[config.mk]
export PLATFORM = sky130hd
export DESIGN_NAME = boot_wake_seq
export DESIGN_NICKNAME = d
export VERILOG_FILES = /design/src/rtl/bws_pkg.sv /design/src/rtl/bws_timer.sv /design/src/rtl/bws_irq_sync.sv /design/src/rtl/bws_cmd_port.sv /design/src/rtl/boot_wake_seq.sv
export SDC_FILE = /design/constraint.sdc
export NUM_CORES = 1
export LEC_CHECK = 0
export CAP_MARGIN = 20
export CORE_ASPECT_RATIO = 0.8
export CORE_MARGIN = 3
export CORE_UTILIZATION = 66
export CTS_BUF_LIST = sky130_fd_sc_hd__clkbuf_4 sky130_fd_sc_hd__clkbuf_8 sky130_fd_sc_hd__clkbuf_16
export CTS_CLUSTER_DIAMETER = 200
export DETAILED_ROUTE_END_ITERATION = 7
export DONT_BUFFER_PORTS = 1
export HOLD_SLACK_MARGIN = 0.02
export MAX_ROUTING_LAYER = met4
export PLACE_DENSITY = 0.9
export SLEW_MARGIN = 20
export SYNTH_ARGS = -nofsm -noshare
export SYNTH_HDL_FRONTEND = slang
export SYNTH_SLANG_ARGS = --single-unit
[constraint.sdc]
create_clock -name clk -period 7.3 [get_ports clk]
set_clock_uncertainty 0.15 [all_clocks]
set_input_delay 1.095 -clock clk [delete_from_list [all_inputs] [get_ports clk]]
set_output_delay 1.095 -clock clk [all_outputs]
set_load 0.02 [all_outputs]
[src/rtl/bws_pkg.sv]
`timescale 1ns/1ps
package bws_pkg;

  typedef enum logic [2:0] {
    S_IDLE, S_POLL, S_WAKE, S_LPCLK, S_XTAL, S_IRQ, S_DONE, S_ERR
  } bws_state_t;

  typedef enum logic [1:0] {
    E_NONE  = 2'd0,
    E_RESET = 2'd1,
    E_LPCLK = 2'd2,
    E_PLL   = 2'd3
  } bws_err_t;

  localparam int FN_BUS       = 0;
  localparam int FN_BACKPLANE = 1;

  // bus configuration byte: bit7 wake, bit5 interrupt level, bit4 fast edge mode
  function automatic logic [7:0] wake_byte(input logic level_high);
    return {1'b1, 1'b0, level_high, 1'b1, 4'b0000};
  endfunction

  function automatic logic word_match(input logic [63:0] got, input logic [63:0] want);
    return got == want;
  endfunction

  function automatic int max3(input int a, input int b, input int c);
    int m;
    m = (a > b) ? a : b;
    return (m > c) ? m : c;
  endfunction

endpackage

[src/rtl/bws_timer.sv]
`timescale 1ns/1ps
module bws_timer #(
  parameter int CNT_W = 8
) (
  input  logic             clk,
  input  logic             rst_n,
  input  logic             clr,
  input  logic [CNT_W-1:0] limit,
  output logic             expired
);
  logic [CNT_W-1:0] cnt_q;

  always_ff @(posedge clk or negedge rst_n) begin
    if (!rst_n)              cnt_q <= '0;
    else if (clr)            cnt_q <= '0;
    else if (cnt_q < limit)  cnt_q <= cnt_q + 1'b1;
  end

  assign expired = (cnt_q >= limit);
endmodule

[src/rtl/bws_irq_sync.sv]
`timescale 1ns/1ps
module bws_irq_sync #(
  parameter int STAGES = 2
) (
  input  logic clk,
  input  logic rst_n,
  input  logic irq_pol,
  input  logic dev_irq,
  output logic irq_seen
);
  logic              active_raw;
  logic [STAGES-1:0] sh_q;

  assign active_raw = ~(dev_irq ^ irq_pol);

  generate
    if (STAGES == 1) begin : g_one
      always_ff @(posedge clk or negedge rst_n) begin
        if (!rst_n) sh_q <= '0;
        else        sh_q <= active_raw;
      end
    end else begin : g_chain
      always_ff @(posedge clk or negedge rst_n) begin
        if (!rst_n) sh_q <= '0;
        else        sh_q <= {sh_q[STAGES-2:0], active_raw};
      end
    end
  endgenerate

  assign irq_seen = sh_q[STAGES-1];
endmodule

[src/rtl/bws_cmd_port.sv]
`timescale 1ns/1ps
module bws_cmd_port #(
  parameter int FN_W   = 2,
  parameter int ADDR_W = 17,
  parameter int DATA_W = 32
) (
  input  logic              clk,
  input  logic              rst_n,
  input  logic              issue,
  input  logic [FN_W-1:0]   i_fn,
  input  logic [ADDR_W-1:0] i_addr,
  input  logic              i_wr,
  input  logic [DATA_W-1:0] i_wdata,
  input  logic              ack,
  output logic              o_req,
  output logic [FN_W-1:0]   o_fn,
  output logic [ADDR_W-1:0] o_addr,
  output logic              o_wr,
  output logic [DATA_W-1:0] o_wdata,
  output logic              complete
);
  always_ff @(posedge clk or negedge rst_n) begin
    if (!rst_n) begin
      o_req   <= 1'b0;
      o_fn    <= '0;
      o_addr  <= '0;
      o_wr    <= 1'b0;
      o_wdata <= '0;
    end else if (o_req) begin
      if (ack) o_req <= 1'b0;
    end else if (issue) begin
      o_req   <= 1'b1;
      o_fn    <= i_fn;
      o_addr  <= i_addr;
      o_wr    <= i_wr;
      o_wdata <= i_wdata;
    end
  end

  assign complete = o_req & ack;
endmodule

[src/rtl/boot_wake_seq.sv]
`timescale 1ns/1ps
module boot_wake_seq
  import bws_pkg::*;
#(
  parameter int                FN_W         = 2,
  parameter int                ADDR_W       = 17,
  parameter int                DATA_W       = 32,
  parameter logic [ADDR_W-1:0] SIG_ADDR     = 'h14,
  parameter logic [DATA_W-1:0] SIG_PATTERN  = 'hFEEDBEAD,
  parameter logic [ADDR_W-1:0] CFG_ADDR     = 'h0,
  parameter logic [ADDR_W-1:0] CLK_ADDR     = 'h1000E,
  parameter int                CLK_BIT      = 6,
  parameter logic [ADDR_W-1:0] XTAL_ADDR    = 'h10030,
  parameter logic [DATA_W-1:0] XTAL_VALUE   = 'd26,
  parameter int                RST_CYCLES   = 30_000_000,
  parameter int                LPCLK_CYCLES = 2_000_000,
  parameter int                PLL_CYCLES   = 2_000_000,
  parameter int                SYNC_STAGES  = 2
) (
  input  logic              clk,
  input  logic              rst_n,
  input  logic              start,
  input  logic              warm,
  input  logic              wake_req,
  input  logic              irq_pol,
  input  logic              dev_irq,
  output logic              cmd_req,
  output logic [FN_W-1:0]   cmd_fn,
  output logic [ADDR_W-1:0] cmd_addr,
  output logic              cmd_wr,
  output logic [DATA_W-1:0] cmd_wdata,
  input  logic              cmd_ack,
  input  logic [DATA_W-1:0] cmd_rdata,
  output logic              busy,
  output logic              done,
  output logic              err,
  output logic [1:0]        err_code,
  output logic              timed_out
);
  localparam int MAX_WAIT = max3(RST_CYCLES, LPCLK_CYCLES, PLL_CYCLES);
  localparam int CNT_W    = $clog2(MAX_WAIT + 1);

  bws_state_t state_q, state_d;
  bws_err_t   code_q, code_d;
  logic       cold_q, cold_d;
  logic       tout_q, tout_d;

  // named internal events, also observed by the checker
  logic              want_cmd, issue, cmd_done;
  logic              in_poll, sig_ok, clk_ok;
  logic              irq_seen, tmr_expired, tmr_clr;
  logic [CNT_W-1:0]  tmr_limit;
  logic [FN_W-1:0]   c_fn;
  logic [ADDR_W-1:0] c_addr;
  logic              c_wr;
  logic [DATA_W-1:0] c_wdata;

  bws_cmd_port #(.FN_W(FN_W), .ADDR_W(ADDR_W), .DATA_W(DATA_W)) u_port (
    .clk(clk), .rst_n(rst_n), .issue(issue),
    .i_fn(c_fn), .i_addr(c_addr), .i_wr(c_wr), .i_wdata(c_wdata),
    .ack(cmd_ack),
    .o_req(cmd_req), .o_fn(cmd_fn), .o_addr(cmd_addr), .o_wr(cmd_wr),
    .o_wdata(cmd_wdata), .complete(cmd_done)
  );

  bws_timer #(.CNT_W(CNT_W)) u_timer (
    .clk(clk), .rst_n(rst_n), .clr(tmr_clr), .limit(tmr_limit),
    .expired(tmr_expired)
  );

  bws_irq_sync #(.STAGES(SYNC_STAGES)) u_irq (
    .clk(clk), .rst_n(rst_n), .irq_pol(irq_pol), .dev_irq(dev_irq),
    .irq_seen(irq_seen)
  );

  assign sig_ok  = word_match(64'(cmd_rdata), 64'(SIG_PATTERN));
  assign clk_ok  = cmd_rdata[CLK_BIT];
  assign in_poll = (state_q == S_POLL);

  always_comb begin
    unique case (state_q)
      S_POLL:  tmr_limit = CNT_W'(RST_CYCLES);
      S_LPCLK: tmr_limit = CNT_W'(LPCLK_CYCLES);
      default: tmr_limit = CNT_W'(PLL_CYCLES);
    endcase
  end

  // command fields per stage
  always_comb begin
    want_cmd = 1'b0;
    c_fn     = FN_W'(FN_BUS);
    c_addr   = SIG_ADDR;
    c_wr     = 1'b0;
    c_wdata  = '0;
    unique case (state_q)
      S_POLL: want_cmd = 1'b1;
      S_WAKE: begin
        want_cmd = 1'b1;
        c_addr   = CFG_ADDR;
        c_wr     = 1'b1;
        c_wdata  = DATA_W'(wake_byte(irq_pol));
      end
      S_LPCLK: begin
        want_cmd = 1'b1;
        c_fn     = FN_W'(FN_BACKPLANE);
        c_addr   = CLK_ADDR;
      end
      S_XTAL: begin
        want_cmd = 1'b1;
        c_fn     = FN_W'(FN_BACKPLANE);
        c_addr   = XTAL_ADDR;
        c_wr     = 1'b1;
        c_wdata  = XTAL_VALUE;
      end
      default: want_cmd = 1'b0;
    endcase
  end

  assign issue = want_cmd & ~cmd_req;

  always_comb begin
    state_d = state_q;
    code_d  = code_q;
    cold_d  = cold_q;
    tout_d  = tout_q;
    unique case (state_q)
      S_IDLE, S_DONE, S_ERR: begin
        if (start) begin
          state_d = S_POLL;
          cold_d  = ~warm;
          code_d  = E_NONE;
          tout_d  = 1'b0;
        end else if (state_q == S_DONE && wake_req) begin
          state_d = S_WAKE;
        end
      end
      S_POLL: begin
        if (cmd_done) begin
          if (sig_ok) begin
            state_d = S_WAKE;
          end else if (tmr_expired) begin
            state_d = S_ERR;
            code_d  = E_RESET;
            tout_d  = 1'b1;
          end
        end
      end
      S_WAKE: begin
        if (cmd_done) state_d = cold_q ? S_LPCLK : S_IRQ;
      end
      S_LPCLK: begin
        if (cmd_done) begin
          if (clk_ok) begin
            state_d = S_XTAL;
          end else if (tmr_expired) begin
            state_d = S_ERR;
            code_d  = E_LPCLK;
            tout_d  = 1'b1;
          end
        end
      end
      S_XTAL: begin
        if (cmd_done) state_d = S_IRQ;
      end
      S_IRQ: begin
        if (irq_seen) begin
          state_d = S_DONE;
          cold_d  = 1'b0;
        end else if (tmr_expired) begin
          state_d = S_ERR;
          code_d  = E_PLL;
          tout_d  = 1'b1;
        end
      end
      default: state_d = S_IDLE;
    endcase
  end

  assign tmr_clr = (state_d != state_q);

  always_ff @(posedge clk or negedge rst_n) begin
    if (!rst_n) begin
      state_q <= S_IDLE;
      code_q  <= E_NONE;
      cold_q  <= 1'b0;
      tout_q  <= 1'b0;
    end else begin
      state_q <= state_d;
      code_q  <= code_d;
      cold_q  <= cold_d;
      tout_q  <= tout_d;
    end
  end

  assign busy      = (state_q != S_IDLE) && (state_q != S_DONE) && (state_q != S_ERR);
  assign done      = (state_q == S_DONE);
  assign err       = (state_q == S_ERR);
  assign err_code  = code_q;
  assign timed_out = tout_q;
endmodule

==> impl_metrics.json, run 1 <==
{
  "outcome": "finished, final reports clean",
  "fp-row-count": 21,
  "yosysTopAreaCell": "dfrtp_1",
  "synth.distinct_cells": 58,
  "setup_viol": 0,
  "slew_viol_final": 0,
  "cts-root-buf": "clkbuf_8",
  "p_seq_frac": 0.442,
  "cts_tree": "done",
  "p_clk_frac": 0.210,
  "die_w_um": 82.8,
  "hold_violations": 0,
  "ys_ff_latch": 43,
  "antenna_found_initial": 0,
  "postSynthCellCount": 352,
  "period_share": 0.531,
  "grt_use_met1": 0.352,
  "grt_use_total": 0.260,
  "setup.worst_path.end_class": "flip-flop",
  "diodes": 0,
  "grt_max_degree": 44,
  "grt_overflow": 0,
  "gr-usage-met3": 0.0480,
  "cp_max_fo": 31,
  "yosys_warnings": 0,
  "layout-drive-gt1-share": 0.0619,
  "cp_data_arrival_time_ns": 3.95,
  "wirelength_mm": 6.65,
  "cts.sinks": 43,
  "core_area_sq_um": 4360,
  "postCtsResizedCells": 0,
  "rsz0062_at_grt": "no",
  "hold_buffers": 0,
  "slew-limit-headroom": 0.416,
  "post-cts-setup-buffers": 0,
  "num-fill-cells": 370,
  "dieArea_sq_um": 5580,
  "clk_transition_reported_paths_ns": 0.08,
  "crit_chain": "or3b_1 > ha_1 > a21o_1 > a21o_1 > a31oi_4 > nand3_1 > or4_1 > a21oi_1",
  "timing.rr.start": "state_q[2]$_DFF_PN0_",
  "leakagePower_nw": 1.26,
  "yosysSeqAreaShare": 0.346,
  "grt_pass1_wl_mm": 10.7,
  "place_congestion": 0.961,
  "ctsHtreeMaxLevel": 2,
  "power_w": 0.000922,
  "drt_pass1_iterations": 5,
  "synth_area_per_cell_sq_um": 8.84,
  "power_per_cell_area_nw_per_um2": 307,
  "ir_drop_uv": 210,
  "crit_slowest_cell": "or3b_1",
  "setup.worst_path.class": "flip-flop to flip-flop",
  "switchingPower_w": 0.000415,
  "ant_nets": 0,
  "vias": 2521,
  "dp.cells": 388,
  "max_stage_delay_ns": 0.77,
  "start_util": 0.714,
  "use_met2": 0.396,
  "place_ws_ns": 3.51,
  "busiest_layer": "met2",
  "wl_per_cell_um": 16.8,
  "vias_per_cell": 6.37,
  "cts_buffers": 5,
  "switching_share": 0.450,
  "clkLatencyLatePin_ns": 0.30,
  "die-height_um": 67.4,
  "p_int_w": 0.000507,
  "yosysTopAreaCellShare": 0.346,
  "area.growth.synth_to_final_pct": -3.54,
  "start_kind": "flip-flop",
  "setup-tns-final_ns": 0,
  "worstHoldEndpoint": "u_irq.sh_q[1]$_DFF_PN0_",
  "ios": 99,
  "grt_pass1_vias": 2242,
  "max_freq_ghz": 0.258,
  "fin_util": 0.688,
  "hpwlAfterDp_mm": 4.73,
  "clockBufferDepth": 2,
  "synth-edff-count": 0,
  "synthFlopType": "dfrtp_1",
  "hold_depth": 0,
  "hold_path.class": "flip-flop to flip-flop",
  "finalNonFillerCells": 396,
  "fin_crit_ns": 3.87,
  "r2r-end": "u_timer.cnt_q[13]$_DFFE_PN0P_",
  "setup_ws_ns": 3.43,
  "synthArstFlopShare": 1.00,
  "drcViolationCount": 0,
  "combPwrFrac": 0.349,
  "drt_iter0_markers": 202,
  "worstRegToRegCells": 8,
  "tightest_slew_ns": 0.876,
  "max-cap-violations": 0,
  "cp_common_cell": "a21o_1",
  "required_ns": 7.37,
  "portBuffers": 0,
  "yosys-top-cells-area": "dfrtp_1, buf_4, a21oi_1, nor2_1, o21ai_0",
  "min-delay-start": "u_irq.sh_q[0]$_DFF_PN0_",
  "syn_area_sq_um": 3110,
  "r2r_setup_slack_ns": 3.43,
  "final_nets": 386
}
-- area by class of cell --
type | count | area (sq um) | share of cell area
clock buffers | 6 | 82.6 | 0.0275
well taps | 57 | 71.3 | 0.0237
inverters | 7 | 26.3 | 0.00875
clock inverters | 2 | 35.0 | 0.0117
flip-flops and latches | 43 | 1080 | 0.358
multi-input cells | 281 | 1710 | 0.570
-- critical path, delay by kind of cell, from the launching register on --
kind | cells | cell delay, ns
AO/OA/AOI/OAI | 4 | 0.88
AND/OR/NAND/NOR | 3 | 1.63
flip-flops | 1 | 0.71
adder cells (fa/ha/maj) | 1 | 0.42
-- cells in the mapped netlist, types with 2 or more instances --
cell type and count:
ha_1 8, o22a_1 3, dfrtp_1 43, a21o_1 3, a211oi_1 2, o21a_1 5, nor2_1 31, a21oi_1 27
and3_1 6, clkbuf_1 7, o21ai_0 23, or3_1 7, nor3_1 3, or4_1 11, and4_1 2, o221ai_1 2
a31oi_1 4, buf_4 45, mux2i_1 3, nand2_1 21, nor2b_1 5, o211ai_1 2, nand4b_1 6, inv_1 7
buf_6 3, xnor2_1 3, nand2b_1 5, nand4_1 7, nand3_1 14, xor2_1 5, o31ai_1 12
-- power groups by stage --
stage                     Sequential, W  Combinational (W)  Clock [W]
after CTS                      0.000406           0.000317   0.000195
after detailed placement       0.000410           0.000316          0
after global routing           0.000419           0.000362   0.000203
final                          0.000407           0.000322   0.000193
after global placement         0.000407           0.000307          0
after floorplan                0.000344           0.000374          0
-- metrics by stage --
step / hold slack [ns] / cell area, sq um
final: 0.207 / 3000
after detailed placement: 0.194 / 2890
after global routing: 0.211 / 3000
after CTS: 0.211 / 3000
after global placement: 0.188 / 2890
after floorplan: 0.181 / 3260
-- state kept, by name, summed over array words and instances (netlist names) --
signal / cells
err_code: 2
state_q: 3
u_port.o_addr: 4
u_port.o_req: 1
u_irq.sh_q: 2
cold_q: 1
u_port.o_fn: 1
timed_out: 1
u_port.o_wdata: 3
u_timer.cnt_q: 25
-- cell families after synthesis --
kind of cell	synth area share
XOR/XNOR	0.0277
flip-flops	0.346
adder cells (fa/ha/maj)	0.0322
other	0.00120
buffers and inverters	0.150
AO/OA/AOI/OAI	0.203
multiplexers	0.00965
AND/OR/NAND/NOR	0.231
-- worst max path at each step --
stage / startpoint / end / slack (ns) / depth (start not counted)
after floorplan: cmd_rdata[17] / u_timer.cnt_q[22]$_DFFE_PN0P_ / 4.23 / 8
after global placement: state_q[2]$_DFF_PN0_ / u_timer.cnt_q[13]$_DFFE_PN0P_ / 3.67 / 8
after detailed placement: state_q[2]$_DFF_PN0_ / u_timer.cnt_q[13]$_DFFE_PN0P_ / 3.51 / 8
after CTS: state_q[2]$_DFF_PN0_ / u_timer.cnt_q[13]$_DFFE_PN0P_ / 3.47 / 8
after global routing: state_q[2]$_DFF_PN0_ / u_timer.cnt_q[13]$_DFFE_PN0P_ / 3.21 / 9
final: state_q[2]$_DFF_PN0_ / u_timer.cnt_q[13]$_DFFE_PN0P_ / 3.43 / 8
-- cell usage in the layout (no fill, tap or decap), types with 7 or more instances in the layout --
cell / n
o21ai_0: 23
nand4_1: 7
a21oi_1: 27
inv_1: 7
nand2_1: 21
o31ai_1: 12
conb_1: 39
nor2_1: 31
dfrtp_1: 43
or4_1: 11
ha_1: 8
nand3_1: 14
or3_1: 7
-- metal layers --
layer,wire length (um),vias up
met5,0,-
met4,82,0
met3,591,10
met2,3030,155
met1,2940,1186
li1,-,1170
(Power assumes the default switching activity.)
==> inputs of run 2 (changes only) <==
--- a/config.mk
+++ b/config.mk
@@ -5,17 +5,18 @@
 export SDC_FILE = /design/constraint.sdc
 export NUM_CORES = 1
 export LEC_CHECK = 0
+export ABC_AREA = 1
 export CAP_MARGIN = 20
 export CORE_ASPECT_RATIO = 0.8
 export CORE_MARGIN = 3
-export CORE_UTILIZATION = 66
+export CORE_UTILIZATION = 64
 export CTS_BUF_LIST = sky130_fd_sc_hd__clkbuf_4 sky130_fd_sc_hd__clkbuf_8 sky130_fd_sc_hd__clkbuf_16
 export CTS_CLUSTER_DIAMETER = 200
 export DETAILED_ROUTE_END_ITERATION = 7
 export DONT_BUFFER_PORTS = 1
 export HOLD_SLACK_MARGIN = 0.02
 export MAX_ROUTING_LAYER = met4
-export PLACE_DENSITY = 0.9
+export PLACE_DENSITY = 0.88
 export SLEW_MARGIN = 20
 export SYNTH_ARGS = -nofsm -noshare
 export SYNTH_HDL_FRONTEND = slang
==> constraint.sdc (replaced) <==
create_clock -name clk -period 4 [get_ports clk]
set_clock_uncertainty 0.15 [all_clocks]
set_input_delay 0.6 -clock clk [delete_from_list [all_inputs] [get_ports clk]]
set_output_delay 0.6 -clock clk [all_outputs]
set_load 0.02 [all_outputs]
==> impl_metrics.json, run 2 <==
{
  "hpwlAfterDp_mm": 5.25,
  "setup.worst_path.class": "flip-flop to flip-flop",
  "diodes": 0,
  "tightest_slew_ns": 0.666,
  "yosys_warnings": 0,
  "slew_viol_final": 0,
  "crit_chain": "inv_4 > nand3_4 > ha_1 > nand3_1 > nor3_1 > nand2_1 > nand3_1 > nand2_2 > nand2_4 > o21ai_2 > nand3_1 > nand2_1 > nand2_1 > nand3_4 > nor2_1",
  "grt_pass1_vias": 2571,
  "ir_drop_uv": 494,
  "synth.distinct_cells": 43,
  "crit_slowest_cell": "dfrtp_1",
  "setup_ws_ns": 0.874,
  "start_util": 0.687,
  "clockBufferDepth": 2,
  "leakagePower_nw": 1.53,
  "ctsHtreeMaxLevel": 2,
  "antenna_found_initial": 0,
  "yosysTopAreaCell": "dfrtp_1",
  "grt_max_degree": 44,
  "hold_path.class": "flip-flop to flip-flop",
  "grt_use_total": 0.242,
  "synthArstFlopShare": 1.00,
  "synth-edff-count": 0,
  "area.growth.synth_to_final_pct": -0.650,
  "final_cell_mix": "nand2_1, nor2_1, dfrtp_1, inv_1, conb_1",
  "fin_area_sq_um": 3250,
  "num-fill-cells": 408,
  "hold_violations": 0,
  "synth_area_per_cell_sq_um": 7.36,
  "ios": 99,
  "drt_iter0_markers": 243,
  "top_register": "u_timer.cnt_q",
  "fp-row-count": 22,
  "outcome": "finished, final reports clean",
  "setup-tns-final_ns": 0,
  "yosysSeqAreaShare": 0.329,
  "grt_overflow": 0,
  "worstRegToRegCells": 15,
  "largest_reg_flops": 25,
  "synthFlopType": "dfrtp_1",
  "power_per_cell_area_nw_per_um2": 574,
  "wirelength_mm": 6.85,
  "die-height_um": 69.9,
  "portBuffers": 0,
  "yosys-top-cells-area": "dfrtp_1, nand2_1, buf_4, nor2_1, inv_1",
  "place_area_sq_um": 3100,
  "place_congestion": 0.921,
  "cp_max_fo": 25,
  "reg.largest.list": "u_timer.cnt_q (25), u_port.o_addr (4)",
  "cts_buffers": 5,
  "required_ns": 4.08,
  "vias_per_cell": 5.47,
  "synth_common_cells": "nand2_1, nor2_1, buf_4",
  "slew-limit-headroom": 0.553,
  "fin_crit_ns": 3.13,
  "vias": 2749,
  "cp_data_arrival_time_ns": 3.21,
  "final_nets": 490,
  "cts_tree": "done",
  "final_common_cell": "nand2_1",
  "cp.depth": 15,
  "synth_most_common_cell": "nand2_1",
  "clkLatencyLatePin_ns": 0.31,
  "max_stage_delay_ns": 0.51,
  "ys_ff_latch": 43,
  "setup_viol": 0,
  "postSynthCellCount": 444,
  "dp.cells": 493,
  "max-cap-violations": 0,
  "timing.rr.start": "state_q[2]$_DFF_PN0_",
  "min-delay-start": "u_irq.sh_q[0]$_DFF_PN0_",
  "die_w_um": 85.9,
  "post-cts-setup-buffers": 0,
  "cts.sinks": 43,
  "finalNonFillerCells": 503,
  "rsz0062_at_grt": "no",
  "wl_per_cell_um": 13.6,
  "core_area_sq_um": 4760,
  "hold_depth": 0,
  "max_freq_ghz": 0.320,
  "hold_buffers": 2,
  "clk_transition_reported_paths_ns": 0.09,
  "cts-root-buf": "clkbuf_8",
  "ant_nets": 0,
  "power_w": 0.00186,
  "layout-drive-gt1-share": 0.111,
  "period_share": 0.781,
  "startpoint": "state_q[2]$_DFF_PN0_",
  "path_buf_inv": 1,
  "critPathTopFamily": "simple AND/OR/NAND/NOR gates",
  "start_kind": "flip-flop",
  "drt_pass1_iterations": 5,
  "grt_pass1_wl_mm": 11.4,
  "yosysTopAreaCellShare": 0.329,
  "postCtsResizedCells": 0,
  "dieArea_sq_um": 6010,
  "setup.worst_path.end_class": "flip-flop",
  "drcViolationCount": 0,
  "syn_area_sq_um": 3270,
  "place_ws_ns": 0.912
}
==> run 2: cell types whose count changed in the layout (fill, tap and decap cells not counted), sizes merged, moves of 6 or more <==
cell and delta:
nand2 +85, nor2 +49, inv +39, a21oi -22, o21ai -12, o31ai -12
nor3 +11, or4 -11, nand3 +8, xor2 +8, or3 -7, and3 -6
nand4b -6
==> run 2: cell families after synthesis <==
group	Yosys count	share of synthesized area
simple gates	243	0.344
buf+inv	96	0.175
flops	43	0.329
compound gates	30	0.0578
xor+xnor	22	0.0589
fa+ha+maj	8	0.0306
other cells	1	0.00115
mux	1	0.00344
==> run 2: worst reg2reg max path, cell delays in order (launching register included) <==
cell and delay [ns]:
dfrtp_1 0.51, inv_4 0.16, nand3_4 0.19, ha_1 0.38, nand3_1 0.11, nor3_1 0.20
nand2_1 0.08, nand3_1 0.11, nand2_2 0.09, nand2_4 0.19, o21ai_2 0.09, nand3_1 0.09
nand2_1 0.05, nand2_1 0.11, nand3_4 0.32, nor2_1 0.22
==> run 2: metrics by stage <==
step | utilization | hold WS (ns)
after floorplan | - | 0.154
after global placement | 0.652 | 0.155
after detailed placement | 0.652 | 0.155
after CTS | 0.682 | 0.216
after global routing | 0.682 | 0.208
final | 0.682 | 0.215
==> run 2: power breakdown <==
part	switching [W]	internal (W)	total, W	leakage, nW
Combinational	0.000579	0.000220	0.000799	0.903
Sequential	0.000192	0.000519	0.000711	0.568
Clock	0.000166	0.000188	0.000355	0.0548
==> run 2: worst paths after layout <==
| path | endpoint | slack (ns) |
|---|---|---|
| hold reg to reg | u_irq.sh_q[1]$_DFF_PN0_ | 0.22 |
| setup reg to reg | u_timer.cnt_q[21]$_DFFE_PN0P_ | 0.87 |
| setup / recovery | u_timer.cnt_q[21]$_DFFE_PN0P_ | 0.87 |
| hold / removal | u_irq.sh_q[1]$_DFF_PN0_ | 0.22 |
| min in group asynchronous | u_timer.cnt_q[14]$_DFFE_PN0P_ | 0.60 |
| max in group asynchronous | u_timer.cnt_q[22]$_DFFE_PN0P_ | 2.90 |
==> run 2: layer usage <==
metal | vias to the layer above | track usage | share of wire
met5 | - | - | 0
met4 | 0 | 0.0580 | 0.0093
met3 | 10 | 0.0472 | 0.098
met2 | 148 | 0.363 | 0.46
met1 | 1263 | 0.339 | 0.43
li1 | 1328 | - | -
==> run 2: final cells by class <==
cell class / instances / area [sq um] / area share
clock buffer: 5 / 68.8 / 0.0212
clock inverter: 3 / 46.3 / 0.0143
inverter: 47 / 186 / 0.0574
multi-input combinational: 343 / 1770 / 0.544
sequential: 43 / 1080 / 0.331
tap: 60 / 75.1 / 0.0231
timing repair buffer: 2 / 30.0 / 0.00924
